**src/rtl/rn_pkg.sv**
```systemverilog
package rn_pkg;
  localparam int ARCH_REGS = 8;
  localparam int PHYS_REGS = 16;
  localparam int CKPTS     = 2;
  localparam int OP_W      = 4;
  localparam int RD_PORTS  = 6;
  localparam int RDY_PORTS = 4;
  localparam int AREG_W    = $clog2(ARCH_REGS);
  localparam int PREG_W    = $clog2(PHYS_REGS);
  localparam int PTR_W     = PREG_W + 1;
  localparam int CK_W      = (CKPTS > 1) ? $clog2(CKPTS) : 1;
  localparam int INIT_FREE = PHYS_REGS - ARCH_REGS;

  typedef logic [AREG_W-1:0] areg_t;
  typedef logic [PREG_W-1:0] preg_t;
  typedef logic [PTR_W-1:0]  ptr_t;
  typedef logic [CK_W-1:0]   ckid_t;
  typedef logic [ARCH_REGS-1:0][PREG_W-1:0] rmap_t;

  typedef struct packed {
    logic  wr;
    areg_t dst;
    areg_t src_a;
    areg_t src_b;
  } slot_req_t;
endpackage

```
**src/rtl/rn_map_table.sv**
```systemverilog
module rn_map_table
  import rn_pkg::*;
(
  input  logic  clk,
  input  logic  rst_n,
  input  areg_t rd_addr [RD_PORTS],
  output preg_t rd_data [RD_PORTS],
  input  logic  we0,
  input  areg_t wa0,
  input  preg_t wd0,
  input  logic  we1,
  input  areg_t wa1,
  input  preg_t wd1,
  input  logic  save,
  input  ckid_t save_id,
  input  logic  restore,
  input  ckid_t restore_id,
  output rmap_t map_q
);
  rmap_t map_d;
  rmap_t ckpt_q [CKPTS];
  logic  ckpt_en [CKPTS];

  function automatic rmap_t identity_map();
    rmap_t m;
    for (int a = 0; a < ARCH_REGS; a++) m[a] = preg_t'(a);
    return m;
  endfunction

  // later slot written last so it wins on equal destinations
  always_comb begin
    map_d = map_q;
    if (restore) begin
      map_d = ckpt_q[restore_id];
    end else begin
      if (we0) map_d[wa0] = wd0;
      if (we1) map_d[wa1] = wd1;
    end
  end

  always_comb begin
    for (int c = 0; c < CKPTS; c++)
      ckpt_en[c] = save && !restore && (save_id == ckid_t'(c));
  end

  always_ff @(posedge clk or negedge rst_n) begin
    if (!rst_n) begin
      map_q <= identity_map();
      for (int c = 0; c < CKPTS; c++) ckpt_q[c] <= identity_map();
    end else begin
      map_q <= map_d;
      for (int c = 0; c < CKPTS; c++)
        if (ckpt_en[c]) ckpt_q[c] <= map_d;
    end
  end

  generate
    for (genvar r = 0; r < RD_PORTS; r++) begin : g_rd
      assign rd_data[r] = map_q[rd_addr[r]];
    end
  endgenerate
endmodule

```
**src/rtl/rn_free_list.sv**
```systemverilog
module rn_free_list
  import rn_pkg::*;
(
  input  logic  clk,
  input  logic  rst_n,
  input  logic  pop0,
  input  logic  pop1,
  input  logic  push0,
  input  preg_t push0_preg,
  input  logic  push1,
  input  preg_t push1_preg,
  input  logic  save,
  input  ckid_t save_id,
  input  logic  restore,
  input  ckid_t restore_id,
  output preg_t alloc0,
  output preg_t alloc1,
  output ptr_t  free_cnt,
  output ptr_t  head_q
);
  preg_t fifo_q [PHYS_REGS];
  ptr_t  head_d, tail_q, tail_d;
  ptr_t  ckhead_q [CKPTS];
  preg_t h0_idx, h1_idx, t0_idx, t1_idx;

  always_comb begin
    h0_idx = head_q[PREG_W-1:0];
    h1_idx = h0_idx + preg_t'(1);
    t0_idx = tail_q[PREG_W-1:0];
    t1_idx = t0_idx + preg_t'(push0);
    alloc0 = fifo_q[h0_idx];
    alloc1 = pop0 ? fifo_q[h1_idx] : fifo_q[h0_idx];
    free_cnt = tail_q - head_q;
    head_d = restore ? ckhead_q[restore_id]
                     : head_q + ptr_t'(pop0) + ptr_t'(pop1);
    tail_d = tail_q + ptr_t'(push0) + ptr_t'(push1);
  end

  always_ff @(posedge clk or negedge rst_n) begin
    if (!rst_n) begin
      head_q <= '0;
      tail_q <= ptr_t'(INIT_FREE);
      for (int k = 0; k < PHYS_REGS; k++)
        fifo_q[k] <= (k < INIT_FREE) ? preg_t'(ARCH_REGS + k) : '0;
      for (int c = 0; c < CKPTS; c++) ckhead_q[c] <= '0;
    end else begin
      head_q <= head_d;
      tail_q <= tail_d;
      if (push0) fifo_q[t0_idx] <= push0_preg;
      if (push1) fifo_q[t1_idx] <= push1_preg;
      if (save && !restore) ckhead_q[save_id] <= head_d;
    end
  end
endmodule

```
**src/rtl/rn_ready_bits.sv**
```systemverilog
module rn_ready_bits
  import rn_pkg::*;
(
  input  logic                 clk,
  input  logic                 rst_n,
  input  logic                 clr0,
  input  preg_t                clr0_preg,
  input  logic                 clr1,
  input  preg_t                clr1_preg,
  input  logic                 set,
  input  preg_t                set_preg,
  input  preg_t                q_tag [RDY_PORTS],
  output logic                 q_rdy [RDY_PORTS],
  output logic [PHYS_REGS-1:0] rdy_q
);
  logic [PHYS_REGS-1:0] rdy_d;

  // allocation clears after writeback sets
  always_comb begin
    rdy_d = rdy_q;
    if (set)  rdy_d[set_preg]  = 1'b1;
    if (clr0) rdy_d[clr0_preg] = 1'b0;
    if (clr1) rdy_d[clr1_preg] = 1'b0;
  end

  always_ff @(posedge clk or negedge rst_n) begin
    if (!rst_n) rdy_q <= '1;
    else        rdy_q <= rdy_d;
  end

  generate
    for (genvar q = 0; q < RDY_PORTS; q++) begin : g_q
      assign q_rdy[q] = rdy_q[q_tag[q]];
    end
  endgenerate
endmodule

```
**src/rtl/rn_group_dep.sv**
```systemverilog
module rn_group_dep
  import rn_pkg::*;
(
  input  slot_req_t req0,
  input  slot_req_t req1,
  input  preg_t     tbl_a1,
  input  preg_t     tbl_b1,
  input  preg_t     tbl_old1,
  input  preg_t     new0,
  output preg_t     src_a1,
  output preg_t     src_b1,
  output preg_t     old1,
  output logic      hit_a1,
  output logic      hit_b1
);
  logic hit_d1;

  always_comb begin
    hit_a1 = req0.wr && (req0.dst == req1.src_a);
    hit_b1 = req0.wr && (req0.dst == req1.src_b);
    hit_d1 = req0.wr && req1.wr && (req0.dst == req1.dst);
    src_a1 = hit_a1 ? new0 : tbl_a1;
    src_b1 = hit_b1 ? new0 : tbl_b1;
    old1   = hit_d1 ? new0 : tbl_old1;
  end
endmodule

```
**src/rtl/rename_unit.sv**
```systemverilog
module rename_unit
  import rn_pkg::*;
(
  input  logic              clk,
  input  logic              rst_n,
  input  logic              ren_valid,
  output logic              ren_grant,
  input  logic [OP_W-1:0]   s0_op,
  input  logic              s0_wr,
  input  logic [AREG_W-1:0] s0_dst,
  input  logic [AREG_W-1:0] s0_src_a,
  input  logic [AREG_W-1:0] s0_src_b,
  input  logic [OP_W-1:0]   s1_op,
  input  logic              s1_wr,
  input  logic [AREG_W-1:0] s1_dst,
  input  logic [AREG_W-1:0] s1_src_a,
  input  logic [AREG_W-1:0] s1_src_b,
  output logic [OP_W-1:0]   s0_op_out,
  output logic [PREG_W-1:0] s0_psrc_a,
  output logic [PREG_W-1:0] s0_psrc_b,
  output logic              s0_rdy_a,
  output logic              s0_rdy_b,
  output logic [PREG_W-1:0] s0_pdst,
  output logic [PREG_W-1:0] s0_pold,
  output logic [OP_W-1:0]   s1_op_out,
  output logic [PREG_W-1:0] s1_psrc_a,
  output logic [PREG_W-1:0] s1_psrc_b,
  output logic              s1_rdy_a,
  output logic              s1_rdy_b,
  output logic [PREG_W-1:0] s1_pdst,
  output logic [PREG_W-1:0] s1_pold,
  input  logic              cmt0_valid,
  input  logic [PREG_W-1:0] cmt0_preg,
  input  logic              cmt1_valid,
  input  logic [PREG_W-1:0] cmt1_preg,
  input  logic              wb_valid,
  input  logic [PREG_W-1:0] wb_preg,
  input  logic              br_save,
  input  logic [CK_W-1:0]   br_save_id,
  input  logic              br_restore,
  input  logic [CK_W-1:0]   br_restore_id
);
  slot_req_t req0, req1;
  areg_t     rd_addr [RD_PORTS];
  preg_t     rd_data [RD_PORTS];
  rmap_t     map_flat;
  preg_t     alloc0, alloc1;
  ptr_t      free_cnt, fl_head;
  logic [1:0] need;
  logic      pop0, pop1;
  preg_t     dep_a1, dep_b1, dep_old1;
  logic      hit_a1, hit_b1;
  preg_t     q_tag [RDY_PORTS];
  logic      q_rdy [RDY_PORTS];
  logic [PHYS_REGS-1:0] rdy_vec;

  assign req0 = '{wr: s0_wr, dst: s0_dst, src_a: s0_src_a, src_b: s0_src_b};
  assign req1 = '{wr: s1_wr, dst: s1_dst, src_a: s1_src_a, src_b: s1_src_b};

  assign rd_addr[0] = s0_src_a;
  assign rd_addr[1] = s0_src_b;
  assign rd_addr[2] = s0_dst;
  assign rd_addr[3] = s1_src_a;
  assign rd_addr[4] = s1_src_b;
  assign rd_addr[5] = s1_dst;

  // whole group or nothing
  always_comb begin
    need      = {1'b0, s0_wr} + {1'b0, s1_wr};
    ren_grant = ren_valid && !br_restore && (free_cnt >= ptr_t'(need));
    pop0      = ren_grant && s0_wr;
    pop1      = ren_grant && s1_wr;
  end

  rn_map_table u_map (
    .clk        (clk),
    .rst_n      (rst_n),
    .rd_addr    (rd_addr),
    .rd_data    (rd_data),
    .we0        (pop0),
    .wa0        (s0_dst),
    .wd0        (alloc0),
    .we1        (pop1),
    .wa1        (s1_dst),
    .wd1        (alloc1),
    .save       (br_save),
    .save_id    (br_save_id),
    .restore    (br_restore),
    .restore_id (br_restore_id),
    .map_q      (map_flat)
  );

  rn_free_list u_free (
    .clk        (clk),
    .rst_n      (rst_n),
    .pop0       (pop0),
    .pop1       (pop1),
    .push0      (cmt0_valid),
    .push0_preg (cmt0_preg),
    .push1      (cmt1_valid),
    .push1_preg (cmt1_preg),
    .save       (br_save),
    .save_id    (br_save_id),
    .restore    (br_restore),
    .restore_id (br_restore_id),
    .alloc0     (alloc0),
    .alloc1     (alloc1),
    .free_cnt   (free_cnt),
    .head_q     (fl_head)
  );

  rn_group_dep u_dep (
    .req0     (req0),
    .req1     (req1),
    .tbl_a1   (rd_data[3]),
    .tbl_b1   (rd_data[4]),
    .tbl_old1 (rd_data[5]),
    .new0     (alloc0),
    .src_a1   (dep_a1),
    .src_b1   (dep_b1),
    .old1     (dep_old1),
    .hit_a1   (hit_a1),
    .hit_b1   (hit_b1)
  );

  assign q_tag[0] = rd_data[0];
  assign q_tag[1] = rd_data[1];
  assign q_tag[2] = rd_data[3];
  assign q_tag[3] = rd_data[4];

  rn_ready_bits u_rdy (
    .clk       (clk),
    .rst_n     (rst_n),
    .clr0      (pop0),
    .clr0_preg (alloc0),
    .clr1      (pop1),
    .clr1_preg (alloc1),
    .set       (wb_valid),
    .set_preg  (wb_preg),
    .q_tag     (q_tag),
    .q_rdy     (q_rdy),
    .rdy_q     (rdy_vec)
  );

  always_comb begin
    s0_op_out = s0_op;
    s0_psrc_a = rd_data[0];
    s0_psrc_b = rd_data[1];
    s0_rdy_a  = q_rdy[0];
    s0_rdy_b  = q_rdy[1];
    s0_pdst   = s0_wr ? alloc0 : '0;
    s0_pold   = s0_wr ? rd_data[2] : '0;
    s1_op_out = s1_op;
    s1_psrc_a = dep_a1;
    s1_psrc_b = dep_b1;
    s1_rdy_a  = !hit_a1 && q_rdy[2];
    s1_rdy_b  = !hit_b1 && q_rdy[3];
    s1_pdst   = s1_wr ? alloc1 : '0;
    s1_pold   = s1_wr ? dep_old1 : '0;
  end
endmodule

```
**config.mk**
```make
export PLATFORM = sky130hd
export DESIGN_NAME = rename_unit
export DESIGN_NICKNAME = d
export VERILOG_FILES = /design/src/rtl/rn_pkg.sv /design/src/rtl/rn_map_table.sv /design/src/rtl/rn_free_list.sv /design/src/rtl/rn_ready_bits.sv /design/src/rtl/rn_group_dep.sv /design/src/rtl/rename_unit.sv
export SDC_FILE = /design/constraint.sdc
export NUM_CORES = 1
export LEC_CHECK = 0
export BUFFER_PORTS_ARGS = -buffer_cell sky130_fd_sc_hd__buf_2
export CAP_MARGIN = 30
export CORE_ASPECT_RATIO = 0.7
export CORE_MARGIN = 2
export CORE_UTILIZATION = 55
export DETAILED_ROUTE_END_ITERATION = 8
export PLACE_DENSITY = 0.81
export SETUP_SLACK_MARGIN = 0.4
export SLEW_MARGIN = 40
export SYNTH_ARGS = -nofsm -noshare
export SYNTH_HDL_FRONTEND = slang
export SYNTH_HIERARCHICAL = 1
export SYNTH_SLANG_ARGS = --single-unit
```
**constraint.sdc**
```tcl
create_clock -name clk -period 4.25 [get_ports clk]
set_input_delay 1.0625 -clock clk [delete_from_list [all_inputs] [get_ports clk]]
set_output_delay 1.0625 -clock clk [all_outputs]
set_load 0.05 [all_outputs]
```
Word level (Yosys, flattened, before mapping)

Index checks and enable logic that the tools add are counted.

Word-level logic and storage cells: 191
Input port bits: 50
Bits in registers: 196

Add/subtract/negate cells: 8
Equality and inequality tests: 3
Magnitude comparators: 28
Mux-type cells: 71
Reductions and logical operators: 24
Bitwise operators: 12

Operators by type and width:

| cell                                                 | number |
|---|---|
| 2-to-1 mux 32 bit                                    | 7 |
| bitwise mux 64 bit                                   | 2 |
| 2-to-1 mux 64 bit                                    | 2 |
| 2-to-1 mux 4 bit                                     | 22 |
| binary-select mux 4 bit (select 3 bit)               | 6 |
| bitwise mux 32 bit                                   | 2 |
| 2-to-1 mux 16 bit                                    | 3 |
| < comparator 4 x 5 -> 1 bit (second input constant)  | 7 |
| AND 16 bit                                           | 2 |
| binary-select mux 4 bit (select 4 bit)               | 2 |
| demux 4 bit (select 4 bit)                           | 2 |
| inverter 16 bit                                      | 2 |
| 2-to-1 mux 5 bit                                     | 5 |
| demux 4 bit (select 3 bit)                           | 2 |
| < comparator 3 x 4 -> 1 bit (second input constant)  | 6 |
| logical AND 1 bit                                    | 21 |
| adder 5 x 1 -> 5 bit                                 | 4 |
| >= comparator 5 bit (second input constant)          | 4 |
| inverter 4 -> 5 bit                                  | 4 |
| binary-select mux 1 bit (select 4 bit)               | 4 |
| bitwise OR 16 bit                                    | 1 |
| demux 1 bit (select 4 bit)                           | 3 |
| >= comparator 4 x 1 -> 1 bit (second input constant) | 3 |
| bitwise mux 10 bit                                   | 1 |
| other kinds (15)                                     | 29 |

Depth between registers and ports, before layout

Word-level depth: 13
Depth in mapped cells: 18

Modules after synthesis

The synthesis kept the hierarchy.

By module, submodules not included:

| module        | times used | cells an instance | area each (um^2) | sequential area each (um^2) |
|---|---|---|---|---|
| rn_map_table  | 1          | 520               | 6068.3           | 2447.3 |
| rn_free_list  | 1          | 452               | 5731.7           | 2128.3 |
| rn_ready_bits | 1          | 101               | 1338.8           | 420.4 |
| rename_unit   | 1          | 39                | 271.5            | 0.0 |
| rn_group_dep  | 1          | 27                | 259.0            | 0.0 |

Worst setup path after synthesis

OpenSTA, ideal clock, no wires.

Kind: reg2out
Start: register u_free.head_q[1]
End: output s1_pdst[2]
Arrival: 3689 ps
Buffers on the path: 3
Cell stages (with the launch flop): 15
Required time: 3188 ps
Slack: -501 ps
Cells stage by stage: dfrtp_1 > buf_2 > buf_2 > inv_1 > fa_1 > a21o_1 > a21oi_1 > xnor2_1 > or4_4 > a21oi_2 > nor3_1 > clkbuf_1 > nand2b_1 > o221a_1 > and2_1

RTL lines:

| what                         | RTL line           | source |
|---|---|---|
| start, declared              | rn_free_list.sv:19 | `output ptr_t head_q` |
| start signal, assigned       | rn_free_list.sv:41 | `head_q <= '0;` |
| start signal, assigned       | rn_free_list.sv:47 | `head_q <= head_d;` |
| subtractor 5 bit             | rn_free_list.sv:33 | `free_cnt = tail_q - head_q;` |
| via free_cnt[4]              | rename_unit.sv:48  | `ptr_t free_cnt, fl_head;` |
| >= comparator 5 x 2 -> 1 bit | rename_unit.sv:70  | `ren_grant = ren_valid && !br_restore && (free_cnt >= ptr_t'(need));` |
| logical AND 1 bit            | rename_unit.sv:70  |  |
| logical AND 1 bit            | rename_unit.sv:71  | `pop0 = ren_grant && s0_wr;` |
| via pop0                     | rename_unit.sv:50  | `logic pop0, pop1;` |
| 2-to-1 mux 4 bit             | rn_free_list.sv:32 | `alloc1 = pop0 ? fifo_q[h1_idx] : fifo_q[h0_idx];` |
| via alloc1[2]                | rename_unit.sv:47  | `preg_t alloc0, alloc1;` |
| 2-to-1 mux 4 bit             | rename_unit.sv:158 | `s1_pdst = s1_wr ? alloc1 : '0;` |
| end, declared                | rename_unit.sv:30  | `output logic [PREG_W-1:0] s1_pdst,` |

The timed path passes the listed nets, and every way through them passes these cells. The select of a mux whose other input is x is not followed.

Worst setup path after layout

Start: register u_free.tail_q[0]
End: output s1_pdst[1]

Cells in the longest elaborated chain, start to end: 6

RTL lines:

| what                         | RTL line           | source |
|---|---|---|
| start, declared              | rn_free_list.sv:22 | `ptr_t head_d, tail_q, tail_d;` |
| start signal, assigned       | rn_free_list.sv:42 | `tail_q <= ptr_t'(INIT_FREE);` |
| start signal, assigned       | rn_free_list.sv:48 | `tail_q <= tail_d;` |
| subtractor 5 bit             | rn_free_list.sv:33 |  |
| via free_cnt[4]              | rename_unit.sv:48  |  |
| >= comparator 5 x 2 -> 1 bit | rename_unit.sv:70  |  |
| logical AND 1 bit            | rename_unit.sv:70  |  |
| logical AND 1 bit            | rename_unit.sv:71  |  |
| via pop0                     | rename_unit.sv:50  |  |
| 2-to-1 mux 4 bit             | rn_free_list.sv:32 |  |
| via alloc1[1]                | rename_unit.sv:47  |  |
| 2-to-1 mux 4 bit             | rename_unit.sv:158 |  |

The timed path passes the listed nets, and every way through them passes these cells.

==> key figures <==
Power and ir drop
  • Final total power: 0.0135 W
  • Switching part of the total power: a little over two fifths
  • P_leak: between 6 and 7 nW
  • Seq pwr share: between 20% and 30%
  • Peak supply drop: approximately 830 uV
  • PD cells: 856 nW/um^2
  • Psw: between 0.005 and 0.006 W
  • P_int: 0.00763 W
  • Logic pwr share: between 50 and 60%
  • Clock power frac: approximately 12%

Timing
  • Setup TNS Final: -0.336 ns
  • Slew headroom: between 40 and 50%
  • # setup viols final: 4
  • Slew Viols, Final: 0
  • Setup WS post-layout: -0.0964 ns
  • Upper clock frequency limit: approximately 230 MHz
  • Slew @ Worst Pin: 0.751 ns
  • RSZ-0062 raised after global routing: yes
  • Min Tclk post-route: roughly 4.3 ns
  • Period utilization: 102%
  • Final Skew: between 0.015 and 0.02 ns
  • Final Hold Fails: 0

Logic synthesis
  • Synth Flop Type: dfrtp_1
  • Average size of a mapped cell: 12.0 um^2
  • Async S/R FF share, synth: 100%
  • Post-synth EDFFs: 0
  • Cell variety after synth: 64
  • Syn Nets: ~1200
  • Synth Warn #: 6
  • Post-synthesis sequential area ratio: around 37%
  • Post-Syn Instances: around 1100
  • FF+latch count, synth: between 150 and 200
  • Synthesized cell area: 13700 um^2

Detailed routing
  • Avg Vias per Cell: ~6.9
  • DR WL/cell: approximately 25 um
  • Final ANT Viol Nets: 0
  • Total Wirelength: a little under 40000 um
  • DRT iter0 DRCs: between 1000 and 1500
  • Vias: 10700
  • DRC viols: 0
  • Router iterations before antenna repair: 5

Final layout
  • Most common cell after layout, fill and taps aside: mux2_2
  • Layout Nets: roughly 1300
  • Sequential Area: between 4000 and 5000 um^2
  • Multi-input gate area: 8480 um^2
  • Share of layout cells above drive strength 1: 49.7%
  • Fill cell count: 1779
  • Most frequent cells in the layout: mux2_2, dfrtp_1, nand2_1, o21ai_0, mux4_2
  • Fin util: 64.4%
  • Area Growth Syn to Fin: 15.4%

Place
  • Port bufs: 78
  • GPL Wtd Cong: 1.00
  • DP HPWL: around 27000 um

Floorplanning
  • Die height: roughly 140 um
  • I/O Pins: 95
  • Core ar.: about 25000 um^2
  • Starting density of the core: around 56%
  • Die Footprint: between 20000 and 30000 um^2
  • Row count: 48
  • Die W: between 150 and 200 um

Flow run
  • Max-cap check violation count: 0

Clock tree
  • Htree depth: 4
  • Clock Latency Late Sink: 0.45 ns
  • CTS tree: yes
  • Clock sinks: 196
  • Clk buf depth: 2
  • CTS Root Cell: clkbuf_16
  • Num CTS Buffers: 17
  • Clk slew on worst S/H paths: about 0.08 ns
  • Hold buffers post-CTS: 0

Global route
  • Overall routing resource usage: ~31%
  • Largest net degree at the start of global routing: 94
  • Initial antenna violation count: 1
  • First-pass GRT wire length: around 60000 um
  • Vias in the first global route: 10400
  • Grt total ovfl: 0

Worst hold path
  • Hold WC Path Type: reg -> reg

Outcome
  • Violated checks: setup timing
  • Status: finished, violations left

Worst setup path
  • Worst Setup Start Kind: flip-flop
  • Critical Path AT: 3.28 ns
  • Setup crit end kind: output port
  • Crit Path Class: reg -> out
  • Worst Path Max Fanout: 6
  • Critical Path RT: roughly 3.2 ns
-- worst paths after layout --
kind,slack [ns],cells after the start,from,endpoint
min in group asynchronous,0.49,1,rst_n,u_free/fifo_q[15]$_DFF_PN0_
max reg2reg,0.49,16,u_free/tail_q[0]$_DFF_PN0_,u_map/map_q[12]$_DFF_PN1_
max,-0.1,15,u_free/tail_q[0]$_DFF_PN0_,s1_pdst[1]
min reg2reg,0.48,2,u_map/ckpt_q[50]$_DFFE_PN1P_,u_map/ckpt_q[50]$_DFFE_PN1P_
max in group asynchronous,2.72,3,rst_n,u_map/map_q[12]$_DFF_PN1_
min,0.48,2,u_map/ckpt_q[50]$_DFFE_PN1P_,u_map/ckpt_q[50]$_DFFE_PN1P_
-- flip-flops by register name, summed over array words and instances (netlist names) --
register / count
u_free/fifo_q: 64
u_map/ckpt_q: 64
u_map/map_q: 32
u_rdy/rdy_q: 16
u_free/ckhead_q: 10
u_free/head_q: 5
u_free/tail_q: 5
-- worst max-delay path, stage by stage (launching register included) --
cell	delay, ns
dfrtp_1	0.40
inv_2	0.09
ha_4	0.13
inv_2	0.04
fa_2	0.34
a21o_1	0.18
a21oi_2	0.14
xnor2_1	0.08
or4_4	0.43
a21oi_4	0.18
nor3_4	0.09
buf_12	0.15
nand2b_4	0.09
o221a_4	0.19
and2_4	0.16
buf_8	0.14
-- synthesized netlist by cell type (12+ instances only) --
master    number  area share, %
o21ai_0      101            3.7
dfrtp_1      123             23
mux2i_1       64            4.7
xnor2_1       13           0.83
a221oi_1      16            1.0
mux4_2        76             13
mux2_1        21            1.7
buf_2         18           0.66
nand3_1       16           0.59
mux4_1        16            3.1
ha_1          12            1.1
nand2_1      112            3.1
and2_1        18           0.82
inv_1         20           0.55
nor2_1        24           0.66
dfstp_2       73             14
a21oi_1       26           0.95
mux2_2       197             16
clkbuf_1      40            1.1
-- metal layers --
layer | global-route usage [%] | up-vias | part of all wire, %
li1 | - | 4461 | -
met1 | 44.1 | 5372 | 41
met2 | 44.0 | 787 | 43
met3 | 9.60 | 110 | 13
met4 | 10.9 | 0 | 3.1
met5 | 0 | - | 0
-- logic make-up (layout without fill, tap and decap cells) --
group	after synthesis	after routing	share of synthesized area [%]
xor gates and xnor gates	21	21	1.40
AOI/OAI and AO/OA	185	185	8.38
muxes	382	382	39.1
other	0	1	0
buffers and inverters	97	190	3.51
adders and majority gates	15	15	1.54
and+or+nand+nor	243	243	9.51
DFF	196	196	36.5
-- through the flow --
stage	instance area [um^2]	setup WS (ns)	hold slack, ns	std cells
floorplan	14000	0.310	0.442	1139
global placement	14600	0.0791	0.457	1505
detailed placement	14600	0.00328	0.465	1505
CTS	15600	-0.0473	0.475	1553
global route	15800	-0.214	0.489	1557
finish	15800	-0.0964	0.479	1558
-- final cells by class --
cell class	count	share of cell area (%)
multi-input combinational	846	53.8
sequential	196	31.7
timing repair buffer	136	7.60
clock buffer	17	2.70
tap	325	2.58
clock inverter	15	1.14
inverter	22	0.531
antenna	1	0.0159
-- power groups by stage --
stage,registers (W),clock network (W),logic (W)
final,0.00390,0.00166,0.00795
after global placement,0.00377,0,0.00681
after detailed placement,0.00384,0,0.00703
after CTS,0.00381,0.00167,0.00761
after global routing,0.00397,0.00176,0.00836
after floorplan,0.00342,0,0.00547
-- timing repair --
action,CTS,global route
pin swaps,9,0
resized for setup,59,24
gates cloned,4,0
setup endpoints to repair,25,41
setup buffers,12,3
(Power assumes the default switching activity.)
